==> config.mk <==
export PLATFORM = sky130hd
export DESIGN_NAME = ldstride_pf
export DESIGN_NICKNAME = d
export VERILOG_FILES = /design/src/rtl/ldstride_pkg.sv /design/src/rtl/ldstride_table.sv /design/src/rtl/ldstride_issue.sv /design/src/rtl/ldstride_pf.sv
export SDC_FILE = /design/constraint.sdc
export NUM_CORES = 2
export LEC_CHECK = 0
export BUFFER_PORTS_ARGS = -buffer_cell sky130_fd_sc_hd__buf_2
export CELL_PAD_IN_SITES_DETAIL_PLACEMENT = 1
export CELL_PAD_IN_SITES_GLOBAL_PLACEMENT = 2
export CORE_ASPECT_RATIO = 1.5
export CORE_MARGIN = 5
export CORE_UTILIZATION = 49
export DETAILED_ROUTE_END_ITERATION = 7
export HOLD_SLACK_MARGIN = 0.06
export PLACE_DENSITY_LB_ADDON = 0.15
export SYNTH_ARGS = -nofsm -noshare
export SYNTH_HDL_FRONTEND = slang
export SYNTH_SLANG_ARGS = --single-unit
==> constraint.sdc <==
create_clock -name clk -period 0.8 [get_ports clk]
set_clock_uncertainty 0.05 [all_clocks]
set_input_delay 0.04 -clock clk [delete_from_list [all_inputs] [get_ports clk]]
set_output_delay 0.04 -clock clk [all_outputs]
set_load 0.1 [all_outputs]
==> src/rtl/ldstride_pkg.sv <==
`timescale 1ns/1ps
package ldstride_pkg;
  typedef logic [1:0] conf_t;
  localparam conf_t CONF_MAX   = 2'd3;
  localparam conf_t CONF_FIRE  = 2'd2;
  localparam conf_t CONF_ZERO  = 2'd0;
endpackage

==> src/rtl/ldstride_table.sv <==
`timescale 1ns/1ps
module ldstride_table
  import ldstride_pkg::*;
#(
  parameter int PC_W   = 32,
  parameter int ADDR_W = 32,
  parameter int IDX_W  = 4
) (
  input  logic              clk,
  input  logic              rst_n,
  input  logic              obs_valid,
  input  logic [PC_W-1:0]   obs_pc,
  input  logic [ADDR_W-1:0] obs_addr,
  output logic              trig,
  output logic [ADDR_W-1:0] trig_addr,
  output logic [ADDR_W-1:0] trig_stride
);
  localparam int ENTRIES = 1 << IDX_W;
  localparam int TAG_W   = PC_W - IDX_W;

  typedef struct packed {
    logic [TAG_W-1:0]  tag;
    logic [ADDR_W-1:0] last;
    logic [ADDR_W-1:0] stride;
    conf_t             conf;
  } slot_t;

  logic [ENTRIES-1:0] vld_q;
  slot_t              slot_q [ENTRIES];

  logic [IDX_W-1:0]  idx;
  logic [TAG_W-1:0]  tag_in;
  slot_t             cur;
  slot_t             wr_slot;
  logic              hit;
  logic [ADDR_W-1:0] delta;
  logic              same;
  conf_t             conf_n;
  logic [ADDR_W-1:0] stride_n;

  // next-state logic
  always_comb begin
    idx      = obs_pc[IDX_W-1:0];
    tag_in   = obs_pc[PC_W-1:IDX_W];
    cur      = slot_q[idx];
    hit      = vld_q[idx] && (cur.tag == tag_in);
    delta    = obs_addr - cur.last;
    same     = (delta == cur.stride);
    if (same)
      conf_n = (cur.conf == CONF_MAX) ? CONF_MAX : cur.conf + 2'd1;
    else
      conf_n = (cur.conf == CONF_ZERO) ? CONF_ZERO : cur.conf - 2'd1;
    stride_n = (!same && cur.conf == CONF_ZERO) ? delta : cur.stride;

    wr_slot.tag    = tag_in;
    wr_slot.last   = obs_addr;
    wr_slot.stride = hit ? stride_n : '0;
    wr_slot.conf   = hit ? conf_n : CONF_ZERO;

    trig        = obs_valid && hit && (conf_n >= CONF_FIRE) && (stride_n != '0);
    trig_addr   = obs_addr;
    trig_stride = stride_n;
  end

  // valid bits carry reset
  always_ff @(posedge clk or negedge rst_n) begin
    if (!rst_n)
      vld_q <= '0;
    else if (obs_valid)
      vld_q[idx] <= 1'b1;
  end

  // slot payload, written under clock enable, no reset
  always_ff @(posedge clk) begin
    if (obs_valid)
      slot_q[idx] <= wr_slot;
  end
endmodule

==> src/rtl/ldstride_issue.sv <==
`timescale 1ns/1ps
module ldstride_issue #(
  parameter int ADDR_W  = 32,
  parameter int AHEAD_W = 3,
  parameter int DEG_W   = 2
) (
  input  logic               clk,
  input  logic               rst_n,
  input  logic               trig,
  input  logic [ADDR_W-1:0]  trig_addr,
  input  logic [ADDR_W-1:0]  trig_stride,
  input  logic [AHEAD_W-1:0] cfg_ahead,
  input  logic [DEG_W-1:0]   cfg_degree,
  input  logic               pf_ready,
  output logic               pf_valid,
  output logic [ADDR_W-1:0]  pf_addr,
  output logic               busy
);
  logic              busy_q, busy_n;
  logic [ADDR_W-1:0] cur_q, cur_n;
  logic [ADDR_W-1:0] step_q, step_n;
  logic [DEG_W-1:0]  left_q, left_n;
  logic              load, fire;
  logic [ADDR_W-1:0] mult;

  always_comb begin
    load   = trig && !busy_q;
    fire   = busy_q && pf_ready;
    mult   = ADDR_W'(cfg_ahead) + ADDR_W'(1);
    busy_n = busy_q;
    cur_n  = cur_q;
    step_n = step_q;
    left_n = left_q;
    if (load) begin
      busy_n = 1'b1;
      cur_n  = trig_addr + mult * trig_stride;
      step_n = trig_stride;
      left_n = cfg_degree;
    end else if (fire) begin
      if (left_q == '0) begin
        busy_n = 1'b0;
      end else begin
        left_n = left_q - 1'b1;
        cur_n  = cur_q + step_q;
      end
    end
  end

  always_ff @(posedge clk or negedge rst_n) begin
    if (!rst_n)
      busy_q <= 1'b0;
    else
      busy_q <= busy_n;
  end

  always_ff @(posedge clk) begin
    if (load || fire) begin
      cur_q  <= cur_n;
      step_q <= step_n;
      left_q <= left_n;
    end
  end

  assign pf_valid = busy_q;
  assign pf_addr  = cur_q;
  assign busy     = busy_q;
endmodule

==> src/rtl/ldstride_pf.sv <==
`timescale 1ns/1ps
module ldstride_pf #(
  parameter int PC_W    = 32,
  parameter int ADDR_W  = 32,
  parameter int IDX_W   = 4,
  parameter int AHEAD_W = 3,
  parameter int DEG_W   = 2
) (
  input  logic               clk,
  input  logic               rst_n,
  input  logic               obs_valid,
  input  logic [PC_W-1:0]    obs_pc,
  input  logic [ADDR_W-1:0]  obs_addr,
  input  logic [AHEAD_W-1:0] cfg_ahead,
  input  logic [DEG_W-1:0]   cfg_degree,
  output logic               pf_valid,
  input  logic               pf_ready,
  output logic [ADDR_W-1:0]  pf_addr
);
  logic [1:0]        rst_sync_q;
  logic              rst_int_n;
  logic              t_trig;
  logic [ADDR_W-1:0] t_addr;
  logic [ADDR_W-1:0] t_stride;
  logic              issue_busy;

  always_ff @(posedge clk or negedge rst_n) begin
    if (!rst_n)
      rst_sync_q <= 2'b00;
    else
      rst_sync_q <= {rst_sync_q[0], 1'b1};
  end
  assign rst_int_n = rst_sync_q[1];

  ldstride_table #(
    .PC_W(PC_W), .ADDR_W(ADDR_W), .IDX_W(IDX_W)
  ) u_table (
    .clk(clk), .rst_n(rst_int_n),
    .obs_valid(obs_valid), .obs_pc(obs_pc), .obs_addr(obs_addr),
    .trig(t_trig), .trig_addr(t_addr), .trig_stride(t_stride)
  );

  ldstride_issue #(
    .ADDR_W(ADDR_W), .AHEAD_W(AHEAD_W), .DEG_W(DEG_W)
  ) u_issue (
    .clk(clk), .rst_n(rst_int_n),
    .trig(t_trig), .trig_addr(t_addr), .trig_stride(t_stride),
    .cfg_ahead(cfg_ahead), .cfg_degree(cfg_degree),
    .pf_ready(pf_ready), .pf_valid(pf_valid), .pf_addr(pf_addr),
    .busy(issue_busy)
  );
endmodule

After elaboration in Yosys (flattened, before gate mapping)
Memory sizes are Yosys's and may differ from the RTL's.
Cells that the tools add are included.
{"block": "word_totals", "ramBits": 1504, "ff_bits": 85, "elab_cells": 63, "in_bits": 73, "mem_count": 1}
{"block": "classes", "multipliers": 1, "n_bitwise": 1, "eq_ne": 4, "order_cmp": 3, "n_addsub": 7, "muxes": 21, "n_reduce_logical": 19}
{"name": "u_table.slot_q", "depth": 16, "width": 94, "rd": 1, "rd_clocked_by_memory_dff": 0, "write_ports": 1, "line_no": "ldstride_table.sv:29", "rtl": "slot_t slot_q [ENTRIES];"}
{"operator": "$mux W32", "count": 5}
{"operator": "$add A32 B32 Y32", "count": 2}
{"operator": "$eq A32 B32 Y1", "count": 1}
{"operator": "$mul A32 B32 Y32", "count": 1}
{"operator": "$reduce_bool A32 Y1", "count": 1}
{"operator": "$sub A32 B32 Y32", "count": 1}
{"operator": "$eq A28 B28 Y1", "count": 1}
{"operator": "$or A16 B16 Y16", "count": 1}
{"operator": "$mux W2", "count": 7}
{"operator": "$logic_and A1 B1 Y1", "count": 8}
{"operator": "$mux W1", "count": 7}
{"operator": "$lt A4 B5 Y1 const B", "count": 1}
{"operator": "$add A3 B1 Y4 const B", "count": 1}
{"operator": "$bmux W1 S4", "count": 1}
{"operator": "$demux W1 S4", "count": 1}
{"operator": "$ge A4 B1 Y1 const B", "count": 1}
{"operator": "$logic_not A2 Y1", "count": 2}
{"operator": "$reduce_and A2 Y1", "count": 2}
{"operator": "$reduce_bool A2 Y1", "count": 2}
{"operator": "$sub A2 B1 Y2 const B", "count": 2}
{"operator": "$reduce_and A3 Y1", "count": 1}
{"operator": "$add A2 B1 Y2 const B", "count": 1}
{"operator": "$eq A2 B2 Y1 const B", "count": 1}
{"operator": "$ge A2 B2 Y1 const B", "count": 1}
{"operator": "other kinds (3)", "count": 4}

Depth between registers and ports, before layout
An unclocked memory read counts as a cell.
{"block": "logic_depth", "depth_word": 11, "mapped_depth": 55}

Hierarchy
Synthesis repeated with hierarchy kept, for this count alone.
{"block": "unflattened", "hier_cells": 3748, "hier_area_um2": 69988.4}
{"module": "ldstride_table", "cells_per_inst": 2822, "instances": 1, "seq_area_each_um2": 45563.7, "area_each_um2": 61367.6}
{"module": "ldstride_issue", "cells_per_inst": 923, "instances": 1, "seq_area_each_um2": 2006.9, "area_each_um2": 8567.0}
{"module": "ldstride_pf", "cells_per_inst": 3, "instances": 1, "seq_area_each_um2": 50.0, "area_each_um2": 53.8}

Worst setup path after synthesis
Ideal clock, no wire load.
{"block": "synth_timing", "path_kind": "in2reg", "start": "in obs_pc[0]", "end": "reg u_issue.cur_q[30], in the netlist u_issue.pf_addr[30] (data pin)", "arrival_time_ps": 11614, "setup_ps": 261, "path_buffers": 16, "path_stages": 51, "setup_slack_ps": -11124, "path_cell_list": "buf_6 -> buf_8 -> buf_8 -> buf_6 -> buf_6 -> buf_6 -> buf_6 -> buf_6 -> buf_6 -> buf_2 -> buf_1 -> buf_1 -> mux4_2 -> mux4_2 -> inv_1 -> ha_1 -> clkbuf_1 -> nand2_1 -> [15 not listed] -> fa_1 -> fa_1 -> fa_1 -> inv_1 -> ha_1 -> a21oi_1 -> o21bai_1 -> a2111oi_0 -> o21ai_0 -> a21oi_1 -> or4_1 -> a31oi_1 -> a41o_1 -> nor4_1 -> o41ai_1 -> a21oi_1 -> xor2_1 -> mux2i_1"}
{"block": "synth_between", "elab_chain_len": 10}
{"element": "start: declaration", "line_no": "ldstride_pf.sv:12", "rtl": "input logic [PC_W-1:0] obs_pc,"}
{"element": "$mem_v2 Z16 W94 (*)"}
{"element": "$sub A32 B32 Y32", "line_no": "ldstride_table.sv:47", "rtl": "delta = obs_addr - cur.last;"}
{"element": "$eq A32 B32 Y1", "line_no": "ldstride_table.sv:48", "rtl": "same = (delta == cur.stride);"}
{"element": "$logic_not A1 Y1", "line_no": "ldstride_table.sv:53", "rtl": "stride_n = (!same && cur.conf == CONF_ZERO) ? delta : cur.stride;"}
{"element": "$logic_and A1 B1 Y1", "line_no": "ldstride_table.sv:53"}
{"element": "$mux W32 (*)", "line_no": "ldstride_table.sv:53"}
{"element": "named net t_stride[2]", "line_no": "ldstride_pf.sv:24", "rtl": "logic [ADDR_W-1:0] t_stride;"}
{"element": "branches (longest 3 deep; another with $mul A32 B32 Y32)"}
{"element": "$mux W32 (*)", "line_no": "ldstride_issue.sv:34", "rtl": "if (load) begin"}
{"element": "named net u_issue.cur_n[30]", "line_no": "ldstride_issue.sv:20", "rtl": "logic [ADDR_W-1:0] cur_q, cur_n;"}
{"element": "end signal: assignment", "line_no": "ldstride_issue.sv:58", "rtl": "cur_q <= cur_n;"}
{"element": "end: declaration", "line_no": "ldstride_issue.sv:20"}
Mark *: on every way through the listed nets, which the timed path passes. The select of a mux whose other input is x is not followed.
A chain may end at the register's enable or synchronous reset.

Worst setup path in the final report
{"block": "layout_timing", "start": "mem u_table.slot_q[2][35] (netlist name)", "end": "reg u_issue.cur_q[31], in the netlist u_issue.pf_addr[31] (data pin)"}
{"block": "layout_between", "elab_chain_len": 10}
{"element": "start: declaration", "line_no": "ldstride_table.sv:29"}
{"element": "$mem_v2 Z16 W94 (*)"}
{"element": "$sub A32 B32 Y32 (*)", "line_no": "ldstride_table.sv:47"}
{"element": "branches (longest 7 deep; another with $mul A32 B32 Y32)"}
{"element": "$mux W32 (*)", "line_no": "ldstride_issue.sv:34"}
{"element": "named net u_issue.cur_n[31]", "line_no": "ldstride_issue.sv:20"}
Mark *: on every way through the listed nets, which the timed path passes.

==> reports/metrics.yaml <==
detailed_routing:
  vias: 40150
  routed_wl_um: 212900
  dr.pass1.iters: 5
  wl_per_cell_um: 31.37
  drc: 0
  post_drt_via_cell_ratio: 5.916
  drtAntennaViolNets: 0
  drt_iter0_drc: 3500
sta:
  slew_viol_final: 0
  setup_viol: 2457
  fin_ws_ns: -8.797
  max_freq_ghz: 0.1042
  worst_slew_pin_slew_ns: 1.067
  hold_slack_ns: -0.06711
  finalCriticalPeriod_ns: 9.597
  min_period_over_period_pct: 1200
  hold_violations: 17
  rsz0062_at_grt: "true"
  slew_headroom_pct: 28.70
yosys:
  async_flop_share_pct: 1.196
  synth_seq_cells: 1589
  ys_warn_count: 0
  synth_edf_count: 1570
  avgSynthCellArea_um2: 18.96
  netlist-cell-type-count: 88
  syn_area_um2: 69610
  syn_inst: 3671
  synthFlopType: "edfxtp_1"
  synth_seq_area_share_pct: 68.41
  synth_nets: 3932
grt:
  grt_use_total_pct: 28.53
  grt_max_degree: 47
  grt_pass1_vias: 44580
  antenna_found_initial: 11
  overflow: 0
  grt_pass1_wl_um: 311600
clock_tree:
  clockBufferDepth: 3
  cts_tree: "built"
  cts-hold-fix-buffers: 71
  tritoncts.num_buffers: 148
  clock_sinks: 1589
  path_clk_slew_ns: 0.07
  clk_latency_ns: 0.81
  htree_levels: 4
  cts_root_buffer: "clkbuf_16"
final_layout:
  design_area_um2: 88200
  nets: 5042
  fill_cells: 12360
  final_util_pct: 62.45
  area_growth_pct: 26.72
  drive_gt1_share_pct: 39.87
run:
  maxCapViolations: 0
power_and_ir_drop:
  pwr-share-comb_pct: 23.2
  swShare_pct: 26.69
  vdd_drop_max_v: 0.002327
  internal-power_uw: 157400
  power.density_nw_per_um2: 2434
  power_switching_uw: 57300
  seqPwrFrac_pct: 43.3
  clockPowerShare_pct: 33.5
  p_leak_uw: 0.03194
setup_path:
  worstPathRequired_ns: 1.29
  crit_fanout: 8
  crit_type: "reg -> reg"
  cp_slowest_cell: "fa_2"
  crit_path_end_kind: "register"
  cp.arrival_ns: 10.09
  critPathMostFrequentCell: "buf_4"
  cpPeakStageDelay_ns: 0.58
  critPathLaunchType: "register"
floorplanning:
  core_area_um2: 141300
  die_h_um: 471.6
  die_area_um2: 149800
  pin_count: 106
  die_x_um: 317.7
  rows: 169
  start_util_pct: 49.28
placed_design:
  dp_hpwl_um: 149000
  postPlaceCellArea_um2: 81000
  post-place-ws_ns: -9.796
  numPortBuffers: 105
  gp_congestion: 0.9113
outcome:
  violations: "hold timing, setup timing"
  status: "complete, but fails checks"
min_path:
  hold_path_class: "in -> reg"
## routing by layer
layer / global-route usage (%) / vias up / part of all wire (%)
li1: - / 16880 / -
met1: 34.68 / 21520 / 37
met2: 51.84 / 1379 / 54
met3: 3.772 / 376 / 4.8
met4: 11.38 / 4 / 4.7
met5: 0 / - / 0.011
## cell type report
type                       count  area (um^2)  share of cell area [%]
sequential                  1589        47620                   53.99
multi-input combinational   1702        21710                   24.61
timing repair buffer        1116        10750                   12.19
clock buffer                 175         3847                   4.362
tap                         1881         2354                   2.668
clock inverter                95         1061                   1.203
inverter                     224        845.8                  0.9589
antenna                        5        12.51                 0.01419
## Yosys cell counts, drive strengths merged (15+ instances only)
master	number	area, um^2
dfrtp	19	475.5
inv	223	837.1
or2	24	150.1
mux4	462	10480
nor2b	42	262.8
o21ai	49	249.0
a21oi	84	420.4
edfxtp	1570	47150
nor2	200	753.2
mux2i	84	840.8
nand2	96	360.4
a21o	21	157.7
nand2b	19	118.9
ha	100	1251
nor3	22	110.1
o21a	18	135.1
nand3	27	135.1
clkbuf	76	285.3
xor2	51	446.7
xnor2	89	779.5
and2	16	100.1
buf	80	585.6
nor4	16	106.4
nand4	15	93.84
fa	88	1762
## final timing paths
check	startpoint	end	cells past startpoint	slack, ns
min in group asynchronous	rst_sync_q[1]$_DFF_PN0_	u_table.vld_q[5]$_DFFE_PN0P_	1	0.19
setup reg to reg	u_table.slot_q[2][35]$_DFFE_PP_	u_issue.pf_addr[31]$_DFFE_PP_	39	-8.80
max in group asynchronous	rst_n	rst_sync_q[1]$_DFF_PN0_	4	-0.02
setup / recovery	u_table.slot_q[2][35]$_DFFE_PP_	u_issue.pf_addr[31]$_DFFE_PP_	39	-8.80
hold reg to reg	rst_sync_q[1]$_DFF_PN0_	u_table.vld_q[5]$_DFFE_PN0P_	1	0.19
hold / removal	obs_valid	u_table.slot_q[4][4]$_DFFE_PP_	4	-0.07
## flip-flops by register name, indices dropped and copies added (netlist names)
| register | cells |
|---|---|
| u_issue.pf_addr | 32 |
| u_issue.step_q | 32 |
| u_table.slot_q | 1504 |
| rst_sync_q | 2 |
| u_issue.busy | 1 |
| u_issue.left_q | 2 |
| u_table.vld_q | 16 |
## through the flow
step	power, uW	cells	TNS (ns)
5_1_grt	224100	6784	-5058.38
3_5_place_dp	137300	6387	-6659.15
2_1_floorplan	117900	3671	-
6_report	214700	6787	-4984.72
3_3_place_gp	136100	6387	-6508.67
4_1_cts	214300	6767	-4826.16
## critical path: cells and delay by family, from the launching register on
kind	cells	cell delay [ns]
XOR/XNOR	2	0.34
flip-flops	1	0.44
AO/OA/AOI/OAI	14	2.83
multiplexers	4	1.40
adder cells (fa/ha/maj)	5	1.85
AND/OR/NAND/NOR	7	1.32
buffers and inverters	7	1.10
## power by group through the flow
| stage | combinational (uW) | clock (uW) | sequential [uW] |
|---|---|---|---|
| after floorplan | 23200 | 0 | 94600 |
| after global placement | 41600 | 0 | 94500 |
| after detailed placement | 42600 | 0 | 94700 |
| after CTS | 48200 | 73100 | 92900 |
| after global routing | 53800 | 77300 | 93000 |
| final | 49800 | 72000 | 92900 |
## placed cells by master (no fill, tap or decap), types with 31 or more instances in the layout
cell type         n
ha_1             89
buf_4           765
buf_12          171
nor2b_1          35
nor2_1          152
o21ai_0          32
clkbuf_16       150
inv_1           213
xor2_1           47
a21oi_1          58
buf_6            33
fa_1             84
dlygate4sd3_1    71
buf_2            69
mux2i_1          63
mux4_2          443
nand2_1          94
edfxtp_1       1570
xnor2_1          78
nor2_4           31
## logic make-up (layout without fill, tap and decap cells)
kind of cell,count (synthesis),count (layout),share of synthesized area (%)
xor+xnor,144,144,1.895
mux,560,560,16.51
other cells,1,6,0.005387
compound gates,284,284,2.687
buf+inv,380,1610,2.459
flops,1589,1589,68.41
fa+ha+maj,189,189,4.343
simple gates,524,524,3.687
## timing repair
action	in CTS	in global routing
cloned	4	0
resized for setup	184	50
endpoints found under the setup margin	2230	2466
pin swaps	91	69
endpoints found under the hold margin	1074	27
setup buffers	37	21
Power figures use the tool's default switching activity.
